**config.mk**
```make
export PLATFORM = sky130hd
export DESIGN_NAME = rx_frame_sync
export DESIGN_NICKNAME = d
export VERILOG_FILES = /design/src/rtl/rfs_pkg.sv /design/src/rtl/rfs_regs.sv /design/src/rtl/rfs_ctrl.sv /design/src/rtl/rfs_fifo.sv /design/src/rtl/rx_frame_sync.sv
export SDC_FILE = /design/constraint.sdc
export NUM_CORES = 1
export LEC_CHECK = 0
export BUFFER_PORTS_ARGS = -buffer_cell sky130_fd_sc_hd__buf_2
export CAP_MARGIN = 0
export CORE_ASPECT_RATIO = 0.9
export CORE_MARGIN = 1.5
export CORE_UTILIZATION = 56
export CTS_CLUSTER_DIAMETER = 120
export DETAILED_ROUTE_END_ITERATION = 12
export PLACE_DENSITY = 0.78
export SLEW_MARGIN = 5
export SYNTH_ARGS = -nofsm -noshare
export SYNTH_HDL_FRONTEND = slang
export SYNTH_HIERARCHICAL = 1
export SYNTH_SLANG_ARGS = --single-unit
```
**constraint.sdc**
```tcl
create_clock -name clk -period 3 [get_ports clk]
set_clock_uncertainty 0.05 [all_clocks]
set_input_delay 0.75 -clock clk [delete_from_list [all_inputs] [get_ports clk]]
set_output_delay 0.75 -clock clk [all_outputs]
set_load 0.03 [all_outputs]
```
**src/rtl/rfs_pkg.sv**
```systemverilog
// Package: shared widths, state encoding and configuration record for the
// receive frame sync block. Assumes sync and identifier words of at most
// WORD_W bits.
package rfs_pkg;
    localparam int WORD_W  = 16;
    localparam int LEN_W   = $clog2(WORD_W);
    localparam int PAY_W   = 7;
    localparam int BYTE_W  = 8;
    localparam int ADDR_W  = 3;

    typedef enum logic [2:0] {
        ST_SLEEP = 3'd0,
        ST_WARM  = 3'd1,
        ST_HOLD  = 3'd2,
        ST_HUNT  = 3'd3,
        ST_IDCHK = 3'd4,
        ST_PAYLD = 3'd5
    } rfs_state_e;

    typedef struct packed {
        logic [WORD_W-1:0] sync;
        logic [WORD_W-1:0] id;
        logic [LEN_W-1:0]  sync_m1;
        logic [LEN_W-1:0]  id_m1;
        logic [PAY_W-1:0]  pay_m1;
        logic              id_en;
    } rfs_cfg_t;

    // Mask covering the low (len_m1 + 1) bits of a word.
    function automatic logic [WORD_W-1:0] rfs_mask(input logic [LEN_W-1:0] len_m1);
        logic [2*WORD_W-1:0] t;
        t = {(2*WORD_W){1'b1}} << (int'(len_m1) + 1);
        return ~t[WORD_W-1:0];
    endfunction
endpackage

```
**src/rtl/rfs_regs.sv**
```systemverilog
// Register bank: control bits, two configuration banks, and the active
// configuration copy. Assumes write-only access; the active copy follows the
// selected bank only while the controller reports sleep or hold.
module rfs_regs
    import rfs_pkg::*;
(
    input  logic               clk,
    input  logic               rst_n,
    input  logic               we,
    input  logic [ADDR_W-1:0]  addr,
    input  logic [WORD_W-1:0]  wdata,
    input  rfs_state_e         st,
    output logic               rx_en,
    output logic               hold_req,
    output rfs_cfg_t           act_cfg
);
    localparam int NBANK = 2;

    logic [2:0] ctrl_q;
    rfs_cfg_t   bank_q [NBANK];

    // Control register write.
    always_ff @(posedge clk) begin
        if (!rst_n)                     ctrl_q <= '0;
        else if (we && addr == '0)      ctrl_q <= wdata[2:0];
    end

    generate
        for (genvar g = 0; g < NBANK; g++) begin : g_bank
            // Bank g field writes: sync, identifier, packed lengths.
            always_ff @(posedge clk) begin
                if (!rst_n) begin
                    bank_q[g] <= '0;
                end else if (we && addr[2] == 1'(g)) begin
                    case (addr[1:0])
                        2'd1: bank_q[g].sync <= wdata;
                        2'd2: bank_q[g].id   <= wdata;
                        2'd3: begin
                            bank_q[g].sync_m1 <= wdata[3:0];
                            bank_q[g].id_m1   <= wdata[7:4];
                            bank_q[g].pay_m1  <= wdata[14:8];
                            bank_q[g].id_en   <= wdata[15];
                        end
                        default: ;
                    endcase
                end
            end
        end
    endgenerate

    // Reload the active configuration only in a quiet state.
    always_ff @(posedge clk) begin
        if (!rst_n)                                   act_cfg <= '0;
        else if (st == ST_SLEEP || st == ST_HOLD)     act_cfg <= bank_q[ctrl_q[2]];
    end

    assign rx_en    = ctrl_q[1];
    assign hold_req = ctrl_q[0];
endmodule

```
**src/rtl/rfs_ctrl.sv**
```systemverilog
// Framing controller: shift register, sync search, identifier check and
// payload byte assembly with interrupt pulses. Assumes bit_vld is a
// single-cycle strobe and the configuration is stable outside sleep/hold.
module rfs_ctrl
    import rfs_pkg::*;
#(
    parameter int STARTUP_CYC = 8
) (
    input  logic              clk,
    input  logic              rst_n,
    input  logic              rx_en,
    input  logic              hold_req,
    input  rfs_cfg_t          cfg,
    input  logic              bit_in,
    input  logic              bit_vld,
    output rfs_state_e        st,
    output logic              wr_en,
    output logic [BYTE_W-1:0] wr_byte,
    output logic              irq_frame,
    output logic              irq_id,
    output logic              irq_eom
);
    localparam int WCW = $clog2(STARTUP_CYC + 1);
    localparam int CW  = LEN_W + 1;

    rfs_state_e        st_q, st_d;
    logic [WORD_W-2:0] sh_q;
    logic [WORD_W-1:0] sh_nx;
    logic [CW-1:0]     cnt_q, cnt_d;
    logic [PAY_W-1:0]  byt_q, byt_d;
    logic [WCW-1:0]    wcnt_q, wcnt_d;
    logic              f_d, i_d, e_d, w_d;
    logic              sync_hit, id_hit;

    assign sh_nx    = {sh_q, bit_in};
    assign sync_hit = ((sh_nx ^ cfg.sync) & rfs_mask(cfg.sync_m1)) == '0;
    assign id_hit   = ((sh_nx ^ cfg.id) & rfs_mask(cfg.id_m1)) == '0;

    // Next-state, counter and event decode.
    always_comb begin
        st_d = st_q; cnt_d = cnt_q; byt_d = byt_q; wcnt_d = wcnt_q;
        f_d = 1'b0; i_d = 1'b0; e_d = 1'b0; w_d = 1'b0;
        if (!rx_en) begin
            st_d = ST_SLEEP;
        end else if (hold_req) begin
            st_d = ST_HOLD;
        end else begin
            case (st_q)
                ST_SLEEP: begin st_d = ST_WARM; wcnt_d = '0; end
                ST_WARM: begin
                    if (wcnt_q == WCW'(STARTUP_CYC - 1)) begin
                        st_d = ST_HUNT; cnt_d = '0;
                    end else begin
                        wcnt_d = wcnt_q + 1'b1;
                    end
                end
                ST_HOLD: begin st_d = ST_HUNT; cnt_d = '0; end
                ST_HUNT: if (bit_vld) begin
                    if (cnt_q != CW'(WORD_W)) cnt_d = cnt_q + 1'b1;
                    if (cnt_q >= CW'(cfg.sync_m1) && sync_hit) begin
                        f_d = 1'b1; cnt_d = '0; byt_d = '0;
                        st_d = cfg.id_en ? ST_IDCHK : ST_PAYLD;
                    end
                end
                ST_IDCHK: if (bit_vld) begin
                    cnt_d = cnt_q + 1'b1;
                    if (cnt_q == CW'(cfg.id_m1)) begin
                        cnt_d = '0;
                        if (id_hit) begin i_d = 1'b1; st_d = ST_PAYLD; end
                        else        st_d = ST_HUNT;
                    end
                end
                ST_PAYLD: if (bit_vld) begin
                    cnt_d = cnt_q + 1'b1;
                    if (cnt_q == CW'(BYTE_W - 1)) begin
                        w_d = 1'b1; cnt_d = '0; byt_d = byt_q + 1'b1;
                        if (byt_q == cfg.pay_m1) begin e_d = 1'b1; st_d = ST_HUNT; end
                    end
                end
                default: st_d = ST_SLEEP;
            endcase
        end
    end

    // State, counters and registered outputs.
    always_ff @(posedge clk) begin
        if (!rst_n) begin
            st_q <= ST_SLEEP; cnt_q <= '0; byt_q <= '0; wcnt_q <= '0;
            irq_frame <= 1'b0; irq_id <= 1'b0; irq_eom <= 1'b0;
            wr_en <= 1'b0; wr_byte <= '0;
        end else begin
            st_q <= st_d; cnt_q <= cnt_d; byt_q <= byt_d; wcnt_q <= wcnt_d;
            irq_frame <= f_d; irq_id <= i_d; irq_eom <= e_d;
            wr_en <= w_d; wr_byte <= sh_nx[BYTE_W-1:0];
        end
    end

    // Serial shift register, MSB first.
    always_ff @(posedge clk) begin
        if (!rst_n)       sh_q <= '0;
        else if (bit_vld) sh_q <= sh_nx[WORD_W-2:0];
    end

    assign st = st_q;
endmodule

```
**src/rtl/rfs_fifo.sv**
```systemverilog
// Byte FIFO with show-ahead read, full/empty flags and a sticky overflow.
// Assumes a write is accepted only when not full at the clock edge.
module rfs_fifo #(
    parameter int DEPTH = 16,
    parameter int W     = 8
) (
    input  logic         clk,
    input  logic         rst_n,
    input  logic         wr,
    input  logic [W-1:0] wdata,
    input  logic         rd,
    output logic [W-1:0] rdata,
    output logic         full,
    output logic         empty,
    output logic         ovf
);
    localparam int AW = $clog2(DEPTH);

    logic [W-1:0]  mem [DEPTH];
    logic [AW-1:0] wp_q, rp_q;
    logic [AW:0]   cnt_q;
    logic          do_wr, do_rd;

    assign full  = cnt_q == (AW+1)'(DEPTH);
    assign empty = cnt_q == '0;
    assign do_wr = wr && !full;
    assign do_rd = rd && !empty;
    assign rdata = mem[rp_q];

    // Storage write.
    always_ff @(posedge clk) begin
        if (do_wr) mem[wp_q] <= wdata;
    end

    // Pointers, occupancy and overflow flag.
    always_ff @(posedge clk) begin
        if (!rst_n) begin
            wp_q <= '0; rp_q <= '0; cnt_q <= '0; ovf <= 1'b0;
        end else begin
            if (do_wr) wp_q <= (wp_q == AW'(DEPTH - 1)) ? '0 : wp_q + 1'b1;
            if (do_rd) rp_q <= (rp_q == AW'(DEPTH - 1)) ? '0 : rp_q + 1'b1;
            if (do_wr && !do_rd)      cnt_q <= cnt_q + 1'b1;
            else if (do_rd && !do_wr) cnt_q <= cnt_q - 1'b1;
            if (wr && full) ovf <= 1'b1;
        end
    end
endmodule

```
**src/rtl/rx_frame_sync.sv**
```systemverilog
// Top: receive frame sync and message filter. Connects the register bank,
// the framing controller and the payload FIFO. Assumes bit_in/bit_vld are
// synchronous to clk.
module rx_frame_sync
    import rfs_pkg::*;
#(
    parameter int FIFO_DEPTH  = 16,
    parameter int STARTUP_CYC = 8
) (
    input  logic              clk,
    input  logic              rst_n,
    input  logic              reg_we,
    input  logic [ADDR_W-1:0] reg_addr,
    input  logic [WORD_W-1:0] reg_wdata,
    input  logic              bit_in,
    input  logic              bit_vld,
    input  logic              fifo_rd,
    output logic [BYTE_W-1:0] fifo_data,
    output logic              fifo_full,
    output logic              fifo_empty,
    output logic              fifo_ovf,
    output logic              irq_frame,
    output logic              irq_id,
    output logic              irq_eom
);
    rfs_state_e        st_w;
    rfs_cfg_t          act_w;
    logic              rx_en_w, hold_w, wr_w;
    logic [BYTE_W-1:0] wbyte_w;

    rfs_regs u_regs (
        .clk(clk), .rst_n(rst_n), .we(reg_we), .addr(reg_addr), .wdata(reg_wdata),
        .st(st_w), .rx_en(rx_en_w), .hold_req(hold_w), .act_cfg(act_w)
    );

    rfs_ctrl #(.STARTUP_CYC(STARTUP_CYC)) u_ctrl (
        .clk(clk), .rst_n(rst_n), .rx_en(rx_en_w), .hold_req(hold_w), .cfg(act_w),
        .bit_in(bit_in), .bit_vld(bit_vld), .st(st_w), .wr_en(wr_w), .wr_byte(wbyte_w),
        .irq_frame(irq_frame), .irq_id(irq_id), .irq_eom(irq_eom)
    );

    rfs_fifo #(.DEPTH(FIFO_DEPTH), .W(BYTE_W)) u_fifo (
        .clk(clk), .rst_n(rst_n), .wr(wr_w), .wdata(wbyte_w), .rd(fifo_rd),
        .rdata(fifo_data), .full(fifo_full), .empty(fifo_empty), .ovf(fifo_ovf)
    );
endmodule

```
==> out/results.ini <==
[outcome]
status = complete, but fails checks
violations = setup timing

[placement]
io_buffers = 38
place.detailed.hpwl_mm = 21.0
gp_congestion = 0.876
placed_cell_area_um2 = 15700
place_inst = 1488

[power_and_ir_drop]
swShare_pct = 21.9
p_total_w = 0.00979
p_leak_nw = 6.14
p_seq_share_pct = 52.7
clkPwrFrac_pct = 42.3
vdd_ir_drop_max_mv = 0.399
comb_power_share_pct = 5.0
power_density_nw_per_um2 = 579
p_int_w = 0.00765
p_switching_w = 0.00215

[global_route]
grt_pass1_vias = 9497
grt-ovfl-total = 0
grt_pass1_wl_mm = 53.7
grt_use_total_pct = 24.8
grt_max_degree = 101
antenna_found_initial = 1

[yosys]
synth_area_per_cell_um2 = 13.1
yosysUniqueCellTypes = 74
ys_warn_count = 6
synth_seq_area_share_pct = 59.8
syn-cell-area_um2 = 15100
syn_nets = 1206
synthCells = 1155
synth_edf_count = 224
synthArstFlopShare_pct = 0
ys_ff_latch = 339
ys.flop_type = edfxtp_1

[floorplan]
ios = 39
coreArea_um2 = 26300
die_w_um = 176
rows = 56
die_h_um = 159
start_util_pct = 57.5
die_area_um2 = 28000

[worst_setup_path]
cp.arrival_ns = 2.20
required_ns = 2.20
critPathSlowestCell = mux4_2
crit_type = reg -> out
cp_slowest_stage_delay_ns = 0.53
path_cells = buf_12 > mux4_2 > a22oi_2 > nand2_1 > buf_2
path_max_fanout = 8
endpoint_kind = output port
critPathLaunchType = register

[layout]
final_cells = 1556
final_util_pct = 64.4
syn_to_final_growth_pct = 12.0
finish.instance_area_um2 = 16900
drive_gt1_share_pct = 20.0
nets = 1231

[sta]
final-hold-violation-count = 0
max_slew.worst_pin.slew_ns = 0.937
setup_violations = 2
rsz0062_at_grt = yes
relSlewSlack_pct = 36.7
timing.final.ws_setup_ns = -0.00462
finalCritPeriodShare_pct = 100
finalCriticalPeriod_ns = 3.00
finalSetupTns_ns = -0.00672
fmax_mhz = 333
finalMaxSlewViolations = 0

[cts]
htree_levels = 2
root_buffer = clkbuf_16
cts-hold-fix-buffers = 0
cts_tree = done
path_clk_slew_ns = 0.06
clkLatencyLatePin_ns = 0.52
clock_sinks = 339
cts_buffers = 35
cts.path.max_buffers = 3

[detailed_routing]
avgRoutedWirePerCell_um = 22.2
vias = 9860
dr.pass1.iters = 5
routed_wl_mm = 34.5
drtAntennaViolNets = 0
drt_iter0_drc = 1185
drc = 0
vias_per_cell = 6.34

[flow_run]
cap_violations = 0

[worst_hold_path]
worst_hold_path_type = reg -> reg

## worst max-delay path: cells and delay by family (launching register included)
family / cells / cell delay (ns)
buffers and inverters: 2 / 0.36
flip-flops: 1 / 0.45
AND/OR/NAND/NOR: 1 / 0.08
multiplexers: 1 / 0.53
AO/OA/AOI/OAI: 1 / 0.25
## cell type report
type	instances	area (µm²)
fill	1835	9360
sequential	339	9040
multi-input combinational	696	5630
clock buffer	49	1000
timing repair buffer	72	571
tap	348	435
inverter	36	138
clock inverter	15	93.8
antenna	1	2.50
## path summary, 6_finish.rpt
kind                            cells past startpoint               end               from  slack (ns)
worst max-delay path                                5      fifo_data[4]           register      -0.005
worst min register to register                      2  u_ctrl/wcnt_q[1]   u_ctrl/wcnt_q[1]        0.45
worst min-delay path                                2  u_ctrl/wcnt_q[1]   u_ctrl/wcnt_q[1]        0.45
worst max register to register                      9      u_ctrl/st[2]  u_regs/act_cfg[9]        0.28
## flip-flops by register name, indices dropped and copies added, names as in the netlist, 3 cells and up, named ones only
signal and cells:
u_ctrl/sh_q 15, u_ctrl/wr_byte 8, u_regs/act_cfg 48, u_fifo/mem 128
u_ctrl/st 3, u_ctrl/wcnt_q 4, u_fifo/rp_q 4, u_ctrl/byt_q 7
u_regs/ctrl_q 3, u_fifo/wp_q 4, u_ctrl/cnt_q 5, u_regs/bank_q 96
u_fifo/cnt_q 5
## metal layers
layer	vias up	part of all wire (%)	GRT usage [%]
met5	-	0	0
met4	0	2.3	8.20
met3	57	7.5	4.31
met2	451	47	38.2
met1	4874	43	35.8
li1	4478	-	-
## cell usage after synthesis, drive strengths merged (2+ instances only)
master / count / area, µm²
inv: 36 / 138
ha: 25 / 313
edfxtp: 224 / 6730
a41o: 2 / 20.0
and2: 25 / 160
nand2b: 11 / 68.8
buf: 29 / 164
o21ai: 22 / 129
mux2: 50 / 597
nand2: 52 / 195
xor2: 21 / 184
and3: 5 / 41.3
nor2b: 10 / 62.6
nor2: 36 / 138
o31ai: 3 / 22.5
clkbuf: 55 / 208
mux4: 32 / 721
mux2i: 24 / 240
nor4b: 6 / 67.6
or2: 2 / 12.5
o22ai: 7 / 43.8
a21oi: 27 / 139
dfxtp: 115 / 2300
o32ai: 2 / 17.5
nand4: 7 / 43.8
o311a: 48 / 480
xnor2: 27 / 244
a22oi: 17 / 128
o21bai: 49 / 368
nand3b: 2 / 15.0
a21boi: 3 / 22.5
nor3b: 6 / 45.0
a21o: 2 / 15.0
nor3: 96 / 485
o211ai: 2 / 15.0
a31oi: 10 / 62.6
nor4: 20 / 125
a211oi: 6 / 45.0
or4: 2 / 18.8
nand3: 20 / 100
## power by group through the flow
stage / clock network (W) / logic [W] / registers [W]
detailed placement: 0 / 0.000484 / 0.00526
global route: 0.00436 / 0.000532 / 0.00517
finish: 0.00414 / 0.000492 / 0.00516
floorplan: 0 / 0.000346 / 0.00523
CTS: 0.00420 / 0.000489 / 0.00516
global placement: 0 / 0.000474 / 0.00525
## per-stage QoR
stage / hold slack (ns) / setup WS (ns)
4_1_cts: 0.428 / -0.0113
5_1_grt: 0.457 / -0.0544
3_3_place_gp: 0.414 / 0.366
6_report: 0.446 / -0.00462
3_5_place_dp: 0.428 / 0.327
2_1_floorplan: 0.381 / 0.0905
## what timing repair did
item                                   in CTS  in global routing
setup buffers                               0                  0
endpoints found under the hold margin       0                  0
setup endpoints to repair                   8                  8
gates cloned                                2                  1
resized for setup                           9                 13
pin swaps                                   2                  5
## cells in the final DEF, fill, tap and decap left out, types with 4 or more instances in the layout
master     instances
a211oi_1           6
a21oi_1           26
a22oi_1            6
a22oi_2           11
a31oi_1           10
and2_1            23
buf_12             4
buf_2             34
buf_4             29
clkbuf_1           8
clkbuf_16         38
clkinv_1           4
clkinv_2           6
dfxtp_1          111
edfxtp_1         224
ha_1              25
inv_1             35
mux2_2            41
mux2_4             9
mux2i_1           24
mux4_2            32
nand2_1           52
nand2b_1          11
nand3_1           19
nand4_1            7
nor2_1            35
nor2b_1           10
nor3_1            95
nor3b_1            6
nor4_1            20
nor4b_1            5
o21ai_0           11
o21ai_1            8
o21bai_1          49
o22ai_1            7
o311a_1           48
xnor2_1           26
xor2_1            21
## kinds of logic (layout without fill, tap and decap cells)
kind of cell	Yosys count	after routing	synth area share, %
buffers and inverters	120	172	3.37
AOI/OAI and AO/OA	211	211	10.8
xor gates and xnor gates	48	48	2.83
other	0	1	0
muxes	106	106	10.3
adders and majority gates	26	26	2.20
and+or+nand+nor	305	305	10.7
DFF	339	339	59.8
Note: power is estimated with default switching activity, not from simulation.
